`src/rtl/dmac_pkg.sv`:
```
package dmac_pkg;
    localparam int AW    = 32;
    localparam int DW    = 32;
    localparam int CNT_W = 24;

    typedef enum logic [1:0] {ST_IDLE, ST_WAIT, ST_READ, ST_WRITE} dmac_state_e;

    typedef struct packed {
        dmac_state_e       st;
        logic [AW-1:0]     src;
        logic [AW-1:0]     dst;
        logic [CNT_W-1:0]  cnt;
        logic              en;
        logic              fin;
        logic              fin_ie;
        logic              burst;
        logic              err;
        logic              err_ie;
        logic              src_ahb;
        logic              dst_ahb;
        logic [2:0]        src_code;
        logic [2:0]        dst_code;
        logic [3:0]        src_line;
        logic [3:0]        dst_line;
        logic [1:0]        width;
        logic [1:0]        beat;
        logic [DW-1:0]     data;
    } chan_regs_t;

    function automatic logic [1:0] size_of(input logic [1:0] w);
        case (w)
            2'b01:   size_of = 2'd1;
            2'b10:   size_of = 2'd0;
            default: size_of = 2'd2;
        endcase
    endfunction
endpackage

```
`src/rtl/addr_step.sv`:
```
module addr_step
    import dmac_pkg::*;
(
    input  logic [2:0]    code,
    input  logic [AW-1:0] addr_cur,
    output logic [AW-1:0] addr_nxt
);
    logic [AW-1:0] mag;

    always_comb begin
        case (code[1:0])
            2'b01:   mag = AW'(1);
            2'b10:   mag = AW'(2);
            2'b11:   mag = AW'(4);
            default: mag = '0;
        endcase
        addr_nxt = code[2] ? (addr_cur - mag) : (addr_cur + mag);
    end

    always_comb begin
        if (code[1:0] != 2'b00) begin
            assert_step_moves_R5: assert (addr_nxt != addr_cur);
        end
    end
endmodule

```
`src/rtl/line_gate.sv`:
```
module line_gate #(
    parameter int LINES = 16
) (
    input  logic [3:0]       sel,
    input  logic [LINES-1:0] req,
    output logic             ok
);
    always_comb begin
        ok = 1'b1;
        if (sel != 4'd0) begin
            ok = (32'(sel) < LINES) ? req[sel] : 1'b0;
        end
    end
endmodule

```
`src/rtl/dma_xfer_chan.sv`:
```
module dma_xfer_chan
    import dmac_pkg::*;
#(
    parameter int LINES = 16
) (
    input  logic             clk,
    input  logic             rst_n,
    input  logic             cfg_we,
    input  logic [3:2]       cfg_addr,
    input  logic [31:0]      cfg_wdata,
    output logic [31:0]      cfg_rdata,
    output logic             m_valid,
    output logic             m_write,
    output logic [31:0]      m_addr,
    output logic [31:0]      m_wdata,
    output logic [1:0]       m_size,
    output logic             m_ahb,
    input  logic [31:0]      m_rdata,
    input  logic             m_ready,
    input  logic             m_err,
    input  logic [LINES-1:0] req_in,
    output logic [LINES-1:0] gnt_out,
    output logic             irq
);
    chan_regs_t q, d;
    logic [AW-1:0] src_nxt, dst_nxt;
    logic src_ok, dst_ok;
    logic [1:0] last_beat;
    logic [31:0] ctrl_view;
    logic unused_wbits;

    assign unused_wbits = ^{cfg_wdata[31:28], cfg_wdata[23:22], cfg_wdata[15], cfg_wdata[11]};

    addr_step u_src_step (.code(q.src_code), .addr_cur(q.src), .addr_nxt(src_nxt));
    addr_step u_dst_step (.code(q.dst_code), .addr_cur(q.dst), .addr_nxt(dst_nxt));

    line_gate #(.LINES(LINES)) u_src_gate (.sel(q.src_line), .req(req_in), .ok(src_ok));
    line_gate #(.LINES(LINES)) u_dst_gate (.sel(q.dst_line), .req(req_in), .ok(dst_ok));

    assign last_beat = q.burst ? 2'd3 : 2'd0;

    assign ctrl_view = {4'b0, q.src_line, 2'b0, q.width, q.dst_line, 1'b0, q.dst_code,
                        1'b0, q.src_code, q.dst_ahb, q.src_ahb, q.err_ie, q.err,
                        q.burst, q.fin_ie, q.fin, q.en};

    always_comb begin
        case (cfg_addr)
            2'd0:    cfg_rdata = q.src;
            2'd1:    cfg_rdata = q.dst;
            2'd2:    cfg_rdata = 32'(q.cnt);
            default: cfg_rdata = ctrl_view;
        endcase
    end

    assign irq    = (q.fin & q.fin_ie) | (q.err & q.err_ie);
    assign m_size = size_of(q.width);

    always_comb begin
        d       = q;
        m_valid = 1'b0;
        m_write = 1'b0;
        m_addr  = '0;
        m_ahb   = 1'b0;
        m_wdata = q.data;
        gnt_out = '0;

        if (cfg_we) begin
            case (cfg_addr)
                2'd0: d.src = cfg_wdata;
                2'd1: d.dst = cfg_wdata;
                2'd2: d.cnt = cfg_wdata[CNT_W-1:0];
                default: begin
                    d.en       = cfg_wdata[0];
                    d.fin      = q.fin & cfg_wdata[1];
                    d.fin_ie   = cfg_wdata[2];
                    d.burst    = cfg_wdata[3];
                    d.err      = q.err & cfg_wdata[4];
                    d.err_ie   = cfg_wdata[5];
                    d.src_ahb  = cfg_wdata[6];
                    d.dst_ahb  = cfg_wdata[7];
                    d.src_code = cfg_wdata[10:8];
                    d.dst_code = cfg_wdata[14:12];
                    d.dst_line = cfg_wdata[19:16];
                    d.width    = cfg_wdata[21:20];
                    d.src_line = cfg_wdata[27:24];
                end
            endcase
        end

        case (q.st)
            ST_IDLE: begin
                if (q.en) begin
                    if (q.cnt == '0) begin
                        d.fin = 1'b1;
                        d.en  = 1'b0;
                    end else begin
                        d.st = ST_WAIT;
                    end
                end
            end
            ST_WAIT: begin
                d.beat = 2'd0;
                if (!q.en) begin
                    d.st = ST_IDLE;
                end else if (src_ok && dst_ok) begin
                    d.st = ST_READ;
                end
            end
            ST_READ: begin
                m_valid = 1'b1;
                m_addr  = q.src;
                m_ahb   = q.src_ahb;
                if (m_ready) begin
                    if (m_err) begin
                        d.err = 1'b1;
                        d.en  = 1'b0;
                        d.st  = ST_IDLE;
                    end else begin
                        d.data = m_rdata;
                        d.st   = ST_WRITE;
                    end
                end
            end
            default: begin
                m_valid = 1'b1;
                m_write = 1'b1;
                m_addr  = q.dst;
                m_ahb   = q.dst_ahb;
                if (m_ready) begin
                    if (m_err) begin
                        d.err = 1'b1;
                        d.en  = 1'b0;
                        d.st  = ST_IDLE;
                    end else begin
                        d.src = src_nxt;
                        d.dst = dst_nxt;
                        if (q.beat == last_beat) begin
                            d.cnt = q.cnt - 1'b1;
                            for (int i = 1; i < LINES; i++) begin
                                gnt_out[i] = (q.src_line == 4'(i)) || (q.dst_line == 4'(i));
                            end
                            if (q.cnt == CNT_W'(1)) begin
                                d.fin = 1'b1;
                                d.en  = 1'b0;
                                d.st  = ST_IDLE;
                            end else begin
                                d.st = ST_WAIT;
                            end
                        end else begin
                            d.beat = q.beat + 2'd1;
                            d.st   = ST_READ;
                        end
                    end
                end
            end
        endcase
    end

    always_ff @(posedge clk or negedge rst_n) begin
        if (!rst_n) begin
            q <= '0;
        end else begin
            q <= d;
        end
    end

    logic cnt_wr;
    assign cnt_wr = cfg_we && (cfg_addr == 2'd2);

    assert_cnt_monotonic_R4: assert property (@(posedge clk) disable iff (!rst_n)
        (q.st != ST_IDLE && !cnt_wr) |=> (q.cnt <= $past(q.cnt)));

    assert_grant_with_count_R8: assert property (@(posedge clk) disable iff (!rst_n)
        ((|gnt_out) && !cnt_wr) |=> (q.cnt == $past(q.cnt) - 1'b1));

    assert_paced_start_R8: assert property (@(posedge clk) disable iff (!rst_n)
        (q.st == ST_READ && $past(q.st) == ST_WAIT) |-> $past(src_ok && dst_ok));

    assert_fin_halts_R7: assert property (@(posedge clk) disable iff (!rst_n)
        $rose(q.fin) |-> (!q.en && q.st == ST_IDLE));

    assert_err_halts_R11: assert property (@(posedge clk) disable iff (!rst_n)
        $rose(q.err) |-> (!q.en && q.st == ST_IDLE));
endmodule

```
`config.mk`:
```
export PLATFORM = sky130hd
export DESIGN_NAME = dma_xfer_chan
export DESIGN_NICKNAME = d
export VERILOG_FILES = /design/src/rtl/dmac_pkg.sv /design/src/rtl/addr_step.sv /design/src/rtl/line_gate.sv /design/src/rtl/dma_xfer_chan.sv
export SDC_FILE = /design/constraint.sdc
export NUM_CORES = 1
export LEC_CHECK = 0
export BUFFER_PORTS_ARGS = -buffer_cell sky130_fd_sc_hd__buf_2
export CORE_ASPECT_RATIO = 1.1
export CORE_MARGIN = 2
export CORE_UTILIZATION = 25
export DETAILED_ROUTE_END_ITERATION = 7
export PLACE_DENSITY = 0.47
export SLEW_MARGIN = 40
export SYNTH_ARGS = -nofsm -noshare
export SYNTH_HDL_FRONTEND = slang
export SYNTH_HIERARCHICAL = 1
export SYNTH_SLANG_ARGS = --single-unit
```
`constraint.sdc`:
```
create_clock -name clk -period 4.7 [get_ports clk]
set_clock_uncertainty 0.05 [all_clocks]
set_input_delay 0.705 -clock clk [delete_from_list [all_inputs] [get_ports clk]]
set_output_delay 0.705 -clock clk [all_outputs]
set_load 0.02 [all_outputs]
```
# [Yosys cells after proc, flatten, opt, wreduce, memory -nomap -nowiden]
# Index checks and enable logic that the tools add are counted.
[totals] reg_bits=148 inputBits=87 out_inout_bits=118 word_cells=173
[op_classes] addsub=6 n_lt_le_gt_ge=2 eq_ne=50 n_mux=56 bitwise_logic=8 n_reduce_logical=32
[ops] cell="2-to-1 mux 88 bit" count=2
[ops] cell="2-to-1 mux 32 bit" count=4
[ops] cell="2-to-1 mux 112 bit" count=1
[ops] cell="case mux 32 bit (3 select lines)" count=1
[ops] cell="2-to-1 mux 92 bit" count=1
[ops] cell="adder 32 x 3 -> 32 bit" count=2
[ops] cell="== test 4 bit, second input constant" count=16
[ops] cell="case mux 32 bit (2 select lines)" count=1
[ops] cell="subtractor 32 x 3 -> 32 bit" count=2
[ops] cell="2-to-1 mux 15 bit" count=4
[ops] cell="2-to-1 mux 24 bit" count=2
[ops] cell="== test 4 x 3 -> 1 bit, second input constant" count=8
[ops] cell="2-to-1 mux 2 bit" count=15
[ops] cell="2-to-1 mux 26 bit" count=1
[ops] cell="== test 24 x 1 -> 1 bit, second input constant" count=1
[ops] cell="zero test 24 bit" count=1
[ops] cell="subtractor 24 x 1 -> 24 bit, second input constant" count=1
[ops] cell="case mux 3 bit (3 select lines)" count=2
[ops] cell="== test 4 x 2 -> 1 bit, second input constant" count=4
[ops] cell="logical OR 1 bit" count=15
[ops] cell="== test 2 bit, second input constant" count=7
[ops] cell="2-to-1 mux 1 bit" count=14
[ops] cell="== test 2 x 1 -> 1 bit, second input constant" count=5
[ops] cell="less-than comparator 4 x 5 -> 1 bit, second input constant" count=2
[ops] cell="other kinds (25)" count=42

# [Longest topological paths before layout]
# Gate-level depths: netlist of the first run.
[logic_depth] depth_word=9 ltp_mapped=15 mapped_depth_nobuf=15

# [By module]
# The synthesis of the first run kept the hierarchy.
[modules_own_cells] mod="dma_xfer_chan" n_inst=1 cells_each=836 area_each_um2=8570.7 seq_area_each_um2=3703.6
[modules_own_cells] mod="addr_step at u_dst_step" n_inst=1 cells_each=240 area_each_um2=1795.5 seq_area_each_um2=0.0
[modules_own_cells] mod="addr_step at u_src_step" n_inst=1 cells_each=227 area_each_um2=1737.9 seq_area_each_um2=0.0
[modules_own_cells] mod="line_gate" n_inst=2 cells_each=10 area_each_um2=133.9 seq_area_each_um2=0.0

# [Least setup slack after synthesis of the first run]
# OpenSTA, ideal clock, no wires.
[synth_path] path_kind="flip-flop to flip-flop" start="reg q (netlist bit ctrl_view[12])" end="reg q[113] (netlist name)" setup_ns=0.137 t_arrival_ns=3.158 required_ns=4.513 path_slack_ns=1.355 stages_incl_launch_ff=14 n_path_buf=0 synth_period_minus_slack_ns=3.345 path_cell_list="dfrtp_1 -> inv_1 -> ha_1 -> nor2_1 -> inv_1 -> ha_1 -> a21o_1 -> a21o_1 -> a211o_2 -> a41oi_4 -> a211oi_1 -> a311o_1 -> nor2_1 -> a21oi_1"
[synth_lines] item="from (decl)" line_no="dma_xfer_chan.sv:25" text="chan_regs_t q, d;"
[synth_lines] item="from (signal assigned)" line_no="dma_xfer_chan.sv:161" text="q <= '0;"
[synth_lines] item="from (signal assigned)" line_no="dma_xfer_chan.sv:163" text="q <= d;"

==> results by group, run 1 <==
Outcome
  – Run status: finished clean

GRT
  – Largest net degree at the start of global routing: 95
  – First-pass GRT wire length: about 63000 um
  – GRT overflow: 0
  – Vias in the first global route: approximately 11000
  – Antenna violations before repair: 3
  – Tot GR Track Use: 0.157

Yosys
  – Async SR Flop Fraction: 1.00
  – Post-synthesis register bit count: 148
  – Avg Synthesized Cell Area: 9.35 sq um
  – Synth Area in Compound Gates: 0.205
  – Netlist cell types: between 90 and 100
  – Mapped Cells: ~1300
  – Adder-Cell Fraction of Synth Area: 0.0882
  – Simple-gate area share of the yosys netlist: 0.136
  – EDFF count, synth: 0
  – Synth Cell Area: around 0.012 sq mm
  – Synth Area in XOR/XNOR: 0.0425
  – Largest family of logic cells by synthesized area: compound AO/OA/AOI/OAI gates
  – Yosys warnings: 6
  – Main synth FF type: dfrtp_1
  – Syn nets: 1496
  – Fraction of synthesized area in multiplexers: 0.171
  – Post-synthesis sequential area ratio: 0.299

Flow run
  – Maxcap violations: 0

Setup path
  – Worst EP required: approximately 5 ns
  – Max FO, Critical Path: 32
  – Crit end category: flop
  – Crit start category: flop
  – CP arrival: roughly 4.4 ns
  – Critical path class: reg -> reg

Floorplanning
  – Row cnt: 85
  – Initial Util: 0.253
  – Chip width: approximately 220 um
  – Top Ports: between 200 and 250
  – Die Y: between 200 and 250 um
  – Die footprint: 0.0513 sq mm
  – Core Region: 0.0489 sq mm

CTS
  – Hold_buf cts: 0
  – Clk sinks: between 100 and 150
  – CTS buffer count: 17
  – CTS tree: done
  – Cts repair resizes: 0
  – Latest clock arrival within the worst-skew pair: approximately 0.45 ns
  – CTS Buffer Depth: 2
  – H-Tree Depth: 4
  – CTS Root Cell: clkbuf_16
  – Setup repair bufs after CTS: 0
  – Clk slew on worst S/H paths: 0.07 ns

Routing
  – Drt wl/cell: a little under 20 um
  – Metal3 WL: approximately 1800 um
  – Via density: 5.11
  – Initial DRC count: just under 900
  – DRT Pass-1 Iters: 5
  – Top Metal Used: met5
  – Met2 WL: a little over 20000 um
  – Routed WL: 40900 um
  – Routed vias: ~11000
  – Remaining antenna violation count: 0
  – Remaining DRCs: 0
  – DRT met1 WL: about 18000 um

Place
  – Placed Area: 0.0138 sq mm
  – GPL Wtd Cong: about 0.86
  – Post-DP HPWL: about 31000 um
  – Port Buffers: around 200
  – Placed insts: 2089

Timing
  – Final setup fails: 0
  – Fin Setup TNS: 0 ns
  – Final period util: 0.864
  – Final hold viol count: 0
  – Slew Viols, Final: 0
  – RSZ-0062 raised after global routing: no
  – F_max: around 0.25 GHz
  – Max_slew headroom: 0.502
  – Final min period: slightly above 4 ns
  – Worst slew pin tran: around 0.75 ns

Layout
  – Core Util, Final: 0.295
  – Layout area overhead: 16.5%
  – Finished layout cell area: roughly 0.014 sq mm
  – Share of cells above drive strength 1: 0.256
  – Final nets: 1630
  – Finished Layout Cells: between 2000 and 2500

Pwr
  – Pwr Density: ~680 mW/mm^2
  – Clock share of power: 0.147
  – NetSw: roughly 4700 uW
  – Final Power: just under 10000 uW
  – Share of power burned in registers: 0.252
  – Combinational Power Share: 0.601
  – Internal Power: just over 5000 uW
  – VDD IR-drop max: around 240 uV
  – Leak: between 0.006 and 0.007 uW
  – Sw frac: 0.475

Min path
  – Hold Crit Class: in -> async
-- worst paths after layout --
path | start | depth (start not counted) | end | slack, ns
setup / recovery | ctrl_view[8]$_DFFE_PN0P_ | 14 | q[145]$_DFF_PN0_ | 0.64
hold / removal | rst_n | 1 | m_wdata[19]$_DFFE_PN0P_ | 0.05
setup reg to reg | ctrl_view[8]$_DFFE_PN0P_ | 14 | q[145]$_DFF_PN0_ | 0.64
hold reg to reg | m_wdata[28]$_DFFE_PN0P_ | 1 | m_wdata[28]$_DFFE_PN0P_ | 0.45
max in group asynchronous | rst_n | 3 | q[103]$_DFF_PN0_ | 3.50
min in group clk | m_rdata[19] | 2 | m_wdata[19]$_DFFE_PN0P_ | 0.43
-- per-layer routing --
metal	vias to the layer above	track usage
met1	5344	0.200
met5	-	0
met3	57	0.0225
met2	297	0.268
met4	4	0.0627
li1	5140	-
-- synthesized netlist by cell type (all sizes together), types with 5 or more instances --
master  number  area [sq um]
or3          5          36.3
nand2       60           230
nand2b       9          56.3
a21o        34           259
inv         31           116
dfrtp      148          3700
nand4       18           113
o22ai        6          37.5
clkbuf      44           196
ha          84          1050
o21bai       7          52.6
o21ai       50           262
nor4         9          98.8
a22oi       11          82.6
a31oi       13          93.8
and3         5          31.3
nor2b       20           133
mux4        26           612
xnor2       34           298
nor2       149           559
or2          6          37.5
xor2        26           228
o21a         8          60.1
a21oi      139           714
mux2        58           653
o31ai       13           126
nand3       35           175
mux2i       85           851
nor3        18          95.1
a22o        34           298
buf         65           402
a211oi      11          92.6
a221oi       5          50.0
-- cell families after synthesis --
family | Yosys count
flops | 148
buf+inv | 140
xor+xnor | 60
simple gates | 347
other cells | 1
fa+ha+maj | 86
mux | 169
compound gates | 372
-- cell type report --
class	instances	area (sq um)
Fill cell	5193	34500
Multi-Input combinational cell	1035	7980
Sequential cell	148	3700
Timing Repair Buffer	224	1210
Tap cell	652	816
Clock buffer	21	440
Clock inverter	11	151
Inverter	31	116
Antenna cell	1	2.50
-- through the flow --
step	hold slack, ns	setup WS, ns
after global placement	0.430	0.580
final	0.0544	0.638
after floorplan	0.359	1.36
after CTS	0.262	0.488
after detailed placement	0.438	0.515
after global routing	0.0761	0.328
-- power by group through the flow --
stage / combinational, uW / clock, uW / sequential, uW
detailed placement: 5880 / 0 / 2480
global placement: 5850 / 0 / 2480
CTS: 5910 / 1480 / 2460
finish: 5890 / 1440 / 2470
global route: 6500 / 1530 / 2550
floorplan: 4810 / 0 / 2150
-- layout by cell type (no fill, tap or decap), types with 19 or more instances in the layout --
master and instances:
mux4_2 19, a21oi_1 134, nor2_1 148, nand2_1 58
buf_4 21, a21o_1 31, dfrtp_1 148, a22o_1 34
xor2_1 26, nand3_1 35, buf_2 201, xnor2_1 34
inv_1 31, mux2i_1 85, o21ai_0 40, mux2_2 58
ha_1 83
-- state kept, by name, indices dropped and copies added (netlist names) --
register / flops
q: 92
ctrl_view: 24
m_wdata: 32
-- critical path, cell delays in order (launching register included) --
cell and delay (ns):
dfrtp_1 0.42, inv_1 0.09, ha_1 0.21, or2_2 0.56, ha_1 0.47, a211oi_1 0.41
nand2b_1 0.12, o221ai_1 0.40, o21ai_2 0.16, nor3_2 0.31, o31ai_4 0.15, a211oi_2 0.28
xnor2_1 0.15, nor2_1 0.06, a21oi_1 0.14
Power figures use the tool's default switching activity.
==> run 2: changes to the inputs <==
--- a/config.mk
+++ b/config.mk
@@ -6,11 +6,13 @@
 export NUM_CORES = 1
 export LEC_CHECK = 0
 export BUFFER_PORTS_ARGS = -buffer_cell sky130_fd_sc_hd__buf_2
+export CELL_PAD_IN_SITES_DETAIL_PLACEMENT = 1
+export CELL_PAD_IN_SITES_GLOBAL_PLACEMENT = 2
 export CORE_ASPECT_RATIO = 1.1
 export CORE_MARGIN = 2
 export CORE_UTILIZATION = 25
 export DETAILED_ROUTE_END_ITERATION = 7
-export PLACE_DENSITY = 0.47
+export PLACE_DENSITY = 0.66
 export SLEW_MARGIN = 40
 export SYNTH_ARGS = -nofsm -noshare
 export SYNTH_HDL_FRONTEND = slang
==> run 2 against run 1 <==
  * Sequential share of layout area fell by 0.16 points
  * Critical path type unchanged
  * First-iteration DRC count fell by 27%
  * Non-clock buffer count shrank 4
  * Global-route usage grew 1.8 points
  * Sequential cell count is the same
  * Clock power increased by 9.7%
  * Highest routed layer is now met4
  * Cell count is 0.24% lower
  * Count of clock-buffer cells in the layout down 4
==> results by group, run 2 (synthesis results as in run 1) <==
Timing
  – Worst slew pin tran: 0.828 ns (was 0.747 ns)
  – Fin Setup TNS: 0 ns (unchanged)
  – Final min period: 4.23 ns (was 4.06 ns)
  – Final hold viol count: 0 (unchanged)
  – Final period util: 0.901 (was 0.864)
  – Final setup fails: 0 (unchanged)
  – Setup ws final: 0.465 ns (was 0.638 ns)
  – F_max: 0.236 GHz (was 0.246 GHz)
  – Max_slew headroom: 0.446 (was 0.502)
  – Slew Viols, Final: 0 (unchanged)
  – RSZ-0062 raised after global routing: no (unchanged)

CTS
  – Setup repair bufs after CTS: 0 (unchanged)
  – Cts repair resizes: 0 (unchanged)
  – CTS Buffer Depth: 2 (unchanged)
  – CTS buffer count: 17 (unchanged)
  – H-Tree Depth: 4 (unchanged)
  – Clk sinks: 148 (unchanged)
  – Clk slew on worst S/H paths: 0.07 ns (about the same)
  – Hold_buf cts: 0 (unchanged)
  – Latest clock arrival within the worst-skew pair: 0.46 ns (was 0.45 ns)
  – CTS tree: done (unchanged)
  – CTS Root Cell: clkbuf_16 (unchanged)

Layout
  – Biggest register: q (unchanged)
  – Commonest non-fill, non-tap cell in the layout: buf_2 (unchanged)
  – Finished Layout Cells: 2118 (was 2123)
  – Register area: 0.00370 sq mm (unchanged)
  – Most frequent cells in the layout: buf_2, nor2_1, dfrtp_1, a21oi_1, mux2i_1 (unchanged)
  – Layout area overhead: 17.2% (was 16.5%)
  – Area of the multi-input gates: 0.00798 sq mm (about the same)
  – Number of flip-flops under the largest register name: 92 (unchanged)
  – # fillers: 5708 (was 5193)
  – Share of cells above drive strength 1: 0.256 (about the same)
  – Final nets: 1626 (was 1630)

Routing
  – DRT Pass-1 Iters: 5 (unchanged)
  – Via density: 5.13 (was 5.11)
  – Remaining DRCs: 0 (unchanged)
  – Drt wl/cell: 21.2 um (was 19.3 um)
  – Initial DRC count: 651 (was 891)
  – Remaining antenna violation count: 0 (unchanged)
  – Routed WL: 45000 um (was 40900 um)
  – Routed vias: 10900 (was 10800)

Place
  – DP Worst Slack: 0.524 ns (was 0.515 ns)
  – GPL Wtd Cong: 0.817 (was 0.859)
  – Post-DP HPWL: 34200 um (was 31400 um)
  – Placed insts: 2085 (was 2089)
  – Port Buffers: 202 (unchanged)

Floorplanning
  – Top Ports: 205 (unchanged)
  – Row cnt: 85 (unchanged)
  – Chip width: 216 um (unchanged)
  – Die Y: 237 um (unchanged)
  – Core Region: 0.0489 sq mm (unchanged)
  – Die footprint: 0.0513 sq mm (unchanged)
  – Initial Util: 0.253 (unchanged)

Pwr
  – Leak: 0.00657 uW (was 0.00654 uW)
  – Pwr Density: 698 mW/mm^2 (was 680 mW/mm^2)
  – VDD IR-drop max: 304 uV (was 239 uV)

Setup path
  – CP arrival: 4.57 ns (was 4.40 ns)
  – Worst path top cell family by delay: compound AO/OA/AOI/OAI gates (unchanged)
  – Crit start category: flop (unchanged)
  – Critical path cell sequence: inv_1 > ha_1 > nor2_1 > inv_1 > buf_4 > ha_1 > a21o_1 > a21oi_1 > nor2b_1 > o41ai_1 > nor2_1 > a311oi_1 > o311a_1 > nor2_1 > a21oi_1 (was inv_1 > ha_1 > or2_2 > ha_1 > a211oi_1 > nand2b_1 > o221ai_1 > o21ai_2 > nor3_2 > o31ai_4 > a211oi_2 > xnor2_1 > nor2_1 > a21oi_1)
  – R2R Setup Slk: 0.47 ns (was 0.64 ns)
  – Critical path class: reg -> reg (unchanged)
  – Crit end category: flop (unchanged)
  – Worst EP required: 5.03 ns (about the same)
  – CP Buf/Inv Count: 3 (was 1)
  – Max FO, Critical Path: 16 (was 32)
  – Most frequent CP cell: nor2_1 (was ha_1)
  – Worst-path cell with the longest stage delay: o41ai_1 (was or2_2)
  – CP max stage delay: 0.57 ns (was 0.56 ns)

GRT
  – GRT overflow: 0 (unchanged)
  – Antenna violations before repair: 1 (was 3)
  – Vias in the first global route: 11500 (was 10600)
  – Largest net degree at the start of global routing: 101 (was 95)
  – First-pass GRT wire length: 69600 um (was 62800 um)
  – Tot GR Track Use: 0.175 (was 0.157)

Outcome
  – Run status: finished clean (unchanged)

Flow run
  – Maxcap violations: 0 (unchanged)

Min path
  – Hold Crit Class: in -> async (unchanged)
-- run 2: changes by cell type in the layout (fill, tap and decap cells not counted), moves of 2 or more --
cell,delta
clkinv_2,-2
clkbuf_1,-4
buf_4,-6
buf_16,+2
clkinv_4,+2
bufinv_16,+2
-- run 2: final timing paths --
kind,startpoint,end,depth (start not counted)
max,ctrl_view[12]$_DFFE_PN0P_,q[112]$_DFF_PN0_,15
min,rst_n,m_wdata[20]$_DFFE_PN0P_,1
max reg2reg,ctrl_view[12]$_DFFE_PN0P_,q[112]$_DFF_PN0_,15
min reg2reg,m_wdata[22]$_DFFE_PN0P_,m_wdata[22]$_DFFE_PN0P_,1
max in group asynchronous,rst_n,q[113]$_DFF_PN0_,2
min in group clk,m_rdata[3],m_wdata[3]$_DFFE_PN0P_,2
-- run 2: worst register-to-register path, stage by stage, from the launching register on --
cell	delay [ns]
dfrtp_1	0.44
inv_1	0.10
ha_1	0.22
nor2_1	0.40
inv_1	0.42
buf_4	0.34
ha_1	0.40
a21o_1	0.20
a21oi_1	0.15
nor2b_1	0.08
o41ai_1	0.57
nor2_1	0.13
a311oi_1	0.28
o311a_1	0.21
nor2_1	0.04
a21oi_1	0.14
-- run 2: cell type report --
type | count | area share
Tap cell | 652 | 0.0563
Antenna cell | 1 | 0.000173
Multi-Input combinational cell | 1035 | 0.550
Sequential cell | 148 | 0.255
Timing Repair Buffer | 220 | 0.0849
Clock buffer | 17 | 0.0293
Clock inverter | 14 | 0.0158
Inverter | 31 | 0.00802
-- run 2: where the power goes --
part           internal [uW]  switching, uW
clock network            948            630
registers               1760            716
logic                   2570           3500
total                   5280           4850
-- run 2: through the flow --
step / power [uW] / instance area [sq um] / hold WS [ns] / utilization
CTS: 10200 / 14500 / 0.299 / 0.296
floorplan: 6970 / 12400 / 0.359 / -
finish: 10100 / 14500 / 0.0869 / 0.296
detailed placement: 8570 / 13800 / 0.437 / 0.282
global route: 10900 / 14500 / 0.0937 / 0.296
global placement: 8460 / 13800 / 0.431 / 0.281
-- run 2: per-layer routing --
| metal | share of wire | global-route usage | up-vias |
|---|---|---|---|
| met5 | 0 | 0 | - |
| met2 | 0.49 | 0.299 | 214 |
| li1 | - | - | 5127 |
| met1 | 0.45 | 0.229 | 5476 |
| met3 | 0.034 | 0.0216 | 47 |
| met4 | 0.024 | 0.0581 | 0 |
==> run 3: changes to the inputs <==
--- a/config.mk
+++ b/config.mk
@@ -5,6 +5,7 @@
 export SDC_FILE = /design/constraint.sdc
 export NUM_CORES = 1
 export LEC_CHECK = 0
+export ABC_AREA = 1
 export BUFFER_PORTS_ARGS = -buffer_cell sky130_fd_sc_hd__buf_2
 export CELL_PAD_IN_SITES_DETAIL_PLACEMENT = 1
 export CELL_PAD_IN_SITES_GLOBAL_PLACEMENT = 2
@@ -12,9 +13,8 @@
 export CORE_MARGIN = 2
 export CORE_UTILIZATION = 25
 export DETAILED_ROUTE_END_ITERATION = 7
-export PLACE_DENSITY = 0.66
+export PLACE_DENSITY = 0.72
 export SLEW_MARGIN = 40
 export SYNTH_ARGS = -nofsm -noshare
 export SYNTH_HDL_FRONTEND = slang
-export SYNTH_HIERARCHICAL = 1
 export SYNTH_SLANG_ARGS = --single-unit
==> run 3 against run 2 <==
  * Non-clock buffer count unchanged
  * Count of clock-buffer cells in the layout unchanged
  * Clock power down 5%
  * Combinational power down 8.7%
  * Critical path type is now reg -> out
  * Worst setup slack better by 0.56 ns
  * Sequential power down 12%
==> results by group, run 3 <==
Pwr
  – Clock share of power: 0.163 (was 0.156)
  – Internal Power: 4240 uW (was 5280 uW)
  – VDD IR-drop max: 280 uV (was 304 uV)
  – Share of power burned in registers: 0.236 (was 0.245)
  – Pwr Density: 576 mW/mm^2 (was 698 mW/mm^2)
  – Sw frac: 0.540 (was 0.479)
  – NetSw: 4980 uW (was 4850 uW)
  – Leak: 0.00868 uW (was 0.00657 uW)
  – Combinational Power Share: 0.602 (was 0.599)

Place
  – GPL Wtd Cong: 0.901 (was 0.817)
  – Post-DP HPWL: 49900 um (was 34200 um)
  – Placed Area: 0.0154 sq mm (was 0.0138 sq mm)
  – Port Buffers: 202 (unchanged)

Floorplanning
  – Chip width: 228 um (was 216 um)
  – Core Region: 0.0547 sq mm (was 0.0489 sq mm)
  – Top Ports: 205 (unchanged)
  – Die Y: 251 um (was 237 um)
  – Die footprint: 0.0572 sq mm (was 0.0513 sq mm)
  – Row cnt: 90 (was 85)
  – Initial Util: 0.253 (about the same)

Yosys
  – Top post-synthesis cells by area: dfrtp_1, nand2_1, inv_1 (was dfrtp_1, ha_1, mux2i_1)
  – Post-synth top area share: 0.268 (was 0.299)
  – Main synth FF type: dfrtp_1 (unchanged)
  – Most common cell in the netlist: nand2_1 (was nor2_1)
  – Post-synthesis register bit count: 148 (unchanged)
  – Async SR Flop Fraction: 1.00 (unchanged)
  – Yosys warnings: 0 (was 6)
  – Synth area leader: dfrtp_1 (unchanged)
  – Avg Synthesized Cell Area: 6.28 sq um (was 9.35 sq um)
  – Syn nets: 2375 (was 1496)
  – Post-synthesis sequential area ratio: 0.268 (was 0.299)
  – Netlist cell types: 49 (was 92)
  – Commonest cells post-synth: nand2_1, inv_1, nor2_1 (was nor2_1, dfrtp_1, a21oi_1)
  – EDFF count, synth: 0 (unchanged)
  – Mapped Cells: 2203 (was 1323)
  – Synth Cell Area: 0.0138 sq mm (was 0.0124 sq mm)

Timing
  – Final hold viol count: 0 (unchanged)
  – Final min period: 3.67 ns (was 4.23 ns)
  – Slew Viols, Final: 0 (unchanged)
  – Fin Setup TNS: 0 ns (unchanged)
  – F_max: 0.272 GHz (was 0.236 GHz)
  – RSZ-0062 raised after global routing: no (unchanged)
  – Max_slew headroom: 0.478 (was 0.446)
  – Final period util: 0.782 (was 0.901)
  – Final setup fails: 0 (unchanged)
  – Worst slew pin tran: 0.782 ns (was 0.828 ns)

Layout
  – Final nets: 2515 (was 1626)
  – Number of flip-flops under the largest register name: 92 (unchanged)
  – # diodes: 0 (was 1)
  – Layout area overhead: 15.7% (was 17.2%)
  – Commonest non-fill, non-tap cell in the layout: nand2_1 (was buf_2)
  – Share of cells above drive strength 1: 0.135 (was 0.256)
  – Biggest register: q (unchanged)
  – Finished layout cell area: 0.0160 sq mm (was 0.0145 sq mm)
  – Most frequent cells in the layout: nand2_1, inv_1, buf_2, nor2_1, o21ai_0 (was buf_2, nor2_1, dfrtp_1, a21oi_1, mux2i_1)

Routing
  – DRT Pass-1 Iters: 5 (unchanged)
  – Drt wl/cell: 20.0 um (was 21.2 um)
  – Remaining antenna violation count: 0 (unchanged)
  – Via density: 4.88 (was 5.13)
  – Routed WL: 62000 um (was 45000 um)
  – Routed vias: 15100 (was 10900)
  – Initial DRC count: 1106 (was 651)
  – Remaining DRCs: 0 (unchanged)

Setup path
  – Crit start category: flop (unchanged)
  – Max FO, Critical Path: 39 (was 16)
  – Critical path class: reg -> out (was reg -> reg)
  – CP arrival: 2.92 ns (was 4.57 ns)
  – Crit end category: output pin (was flop)
  – Worst EP required: 3.94 ns (was 5.03 ns)

CTS
  – H-Tree Depth: 4 (unchanged)
  – CTS Buffer Depth: 2 (unchanged)
  – Setup repair bufs after CTS: 0 (unchanged)
  – Cts repair resizes: 0 (unchanged)
  – Clk sinks: 148 (unchanged)
  – Clk slew on worst S/H paths: 0.08 ns (was 0.07 ns)
  – CTS buffer count: 17 (unchanged)
  – Hold_buf cts: 0 (unchanged)
  – CTS Root Cell: clkbuf_16 (unchanged)
  – Latest clock arrival within the worst-skew pair: 0.49 ns (was 0.46 ns)
  – CTS tree: done (unchanged)

GRT
  – Largest net degree at the start of global routing: 86 (was 101)
  – GRT overflow: 0 (unchanged)
  – Tot GR Track Use: 0.215 (was 0.175)
  – First-pass GRT wire length: 93300 um (was 69600 um)
  – Antenna violations before repair: 5 (was 1)
  – Vias in the first global route: 15200 (was 11500)

Outcome
  – Run status: finished clean (unchanged)

Flow run
  – Maxcap violations: 0 (unchanged)

Min path
  – Hold Crit Class: in -> async (unchanged)
==> run 3: cell types whose count changed after synthesis, moves of 26 or more <==
cell,previous run,this run
a22o_1,34,0
mux2_2,58,32
xnor2_1,34,3
nand3_1,35,112
o21ai_0,40,162
a21o_1,31,0
nand2_1,58,649
inv_1,31,354
mux2i_1,85,2
nor2_1,149,196
o22ai_1,6,36
==> run 3: kinds of logic after synthesis <==
| logic type | after synthesis | share of synthesized area |
|---|---|---|
| flip-flops | 148 | 0.268 |
| adder cells (fa/ha/maj) | 85 | 0.0780 |
| AND/OR/NAND/NOR | 1016 | 0.299 |
| multiplexers | 34 | 0.0275 |
| XOR/XNOR | 26 | 0.0165 |
| buffers and inverters | 465 | 0.141 |
| AO/OA/AOI/OAI | 428 | 0.170 |
| other | 1 | 0.000271 |
==> run 3: worst paths after layout <==
kind | from | cells past startpoint | to | slack (ns)
min in group clk | m_rdata[6] | 2 | m_wdata[6]$_DFFE_PN0P_ | 0.39
max in group asynchronous | rst_n | 2 | q[110]$_DFF_PN0_ | 3.54
setup reg to reg | ctrl_view[12]$_DFFE_PN0P_ | 15 | q[108]$_DFF_PN0_ | 1.30
hold / removal | rst_n | 1 | m_wdata[16]$_DFFE_PN0P_ | 0.16
hold reg to reg | ctrl_view[21]$_DFFE_PN0P_ | 2 | ctrl_view[21]$_DFFE_PN0P_ | 0.44
setup / recovery | q[146]$_DFFE_PN0P_ | 6 | gnt_out[12] | 1.03
==> run 3: power groups by stage <==
stage | registers [uW] | logic (uW) | clock network, uW
6_report | 2170 | 5540 | 1500
5_1_grt | 2230 | 6280 | 1580
4_1_cts | 2170 | 5570 | 1540
3_5_place_dp | 2200 | 5530 | 0
3_3_place_gp | 2180 | 5420 | 0
2_1_floorplan | 1970 | 4070 | 0
==> run 3: stage by stage <==
| step | std cells | util | total power, uW | hold slack, ns | setup slack (ns) |
|---|---|---|---|---|---|
| global route | 3092 | 0.292 | 10100 | 0.220 | 0.794 |
| floorplan | 2203 | - | 6040 | 0.359 | 2.06 |
| global placement | 3060 | 0.281 | 7600 | 0.418 | 1.25 |
| CTS | 3092 | 0.292 | 9280 | 0.184 | 0.651 |
| detailed placement | 3060 | 0.281 | 7730 | 0.427 | 1.18 |
| finish | 3092 | 0.292 | 9210 | 0.163 | 1.03 |
==> run 3: metal layers <==
metal / up-vias / track usage / wire length [um]
li1: 7299 / - / -
met1: 7326 / 0.299 / 29900
met2: 414 / 0.343 / 27500
met3: 45 / 0.0390 / 3410
met4: 0 / 0.0556 / 1180
met5: - / 0 / 0
==> run 3: final cells by class <==
class | count | area, sq um
Clock inverter | 15 | 204
Multi-Input combinational cell | 1590 | 8190
Inverter | 366 | 1370
Sequential cell | 148 | 3700
Tap cell | 736 | 921
Clock buffer | 17 | 425
Timing Repair Buffer | 220 | 1180
Fill cell | 7110 | 38700
==> run 3: worst max-delay path, cell delays in order (launching register included) <==
cell and delay, ns:
dfrtp_1 0.40, ha_2 0.52, nand2_4 0.19, nor2_8 0.41, inv_2 0.42, a21oi_1 0.27
buf_2 0.20
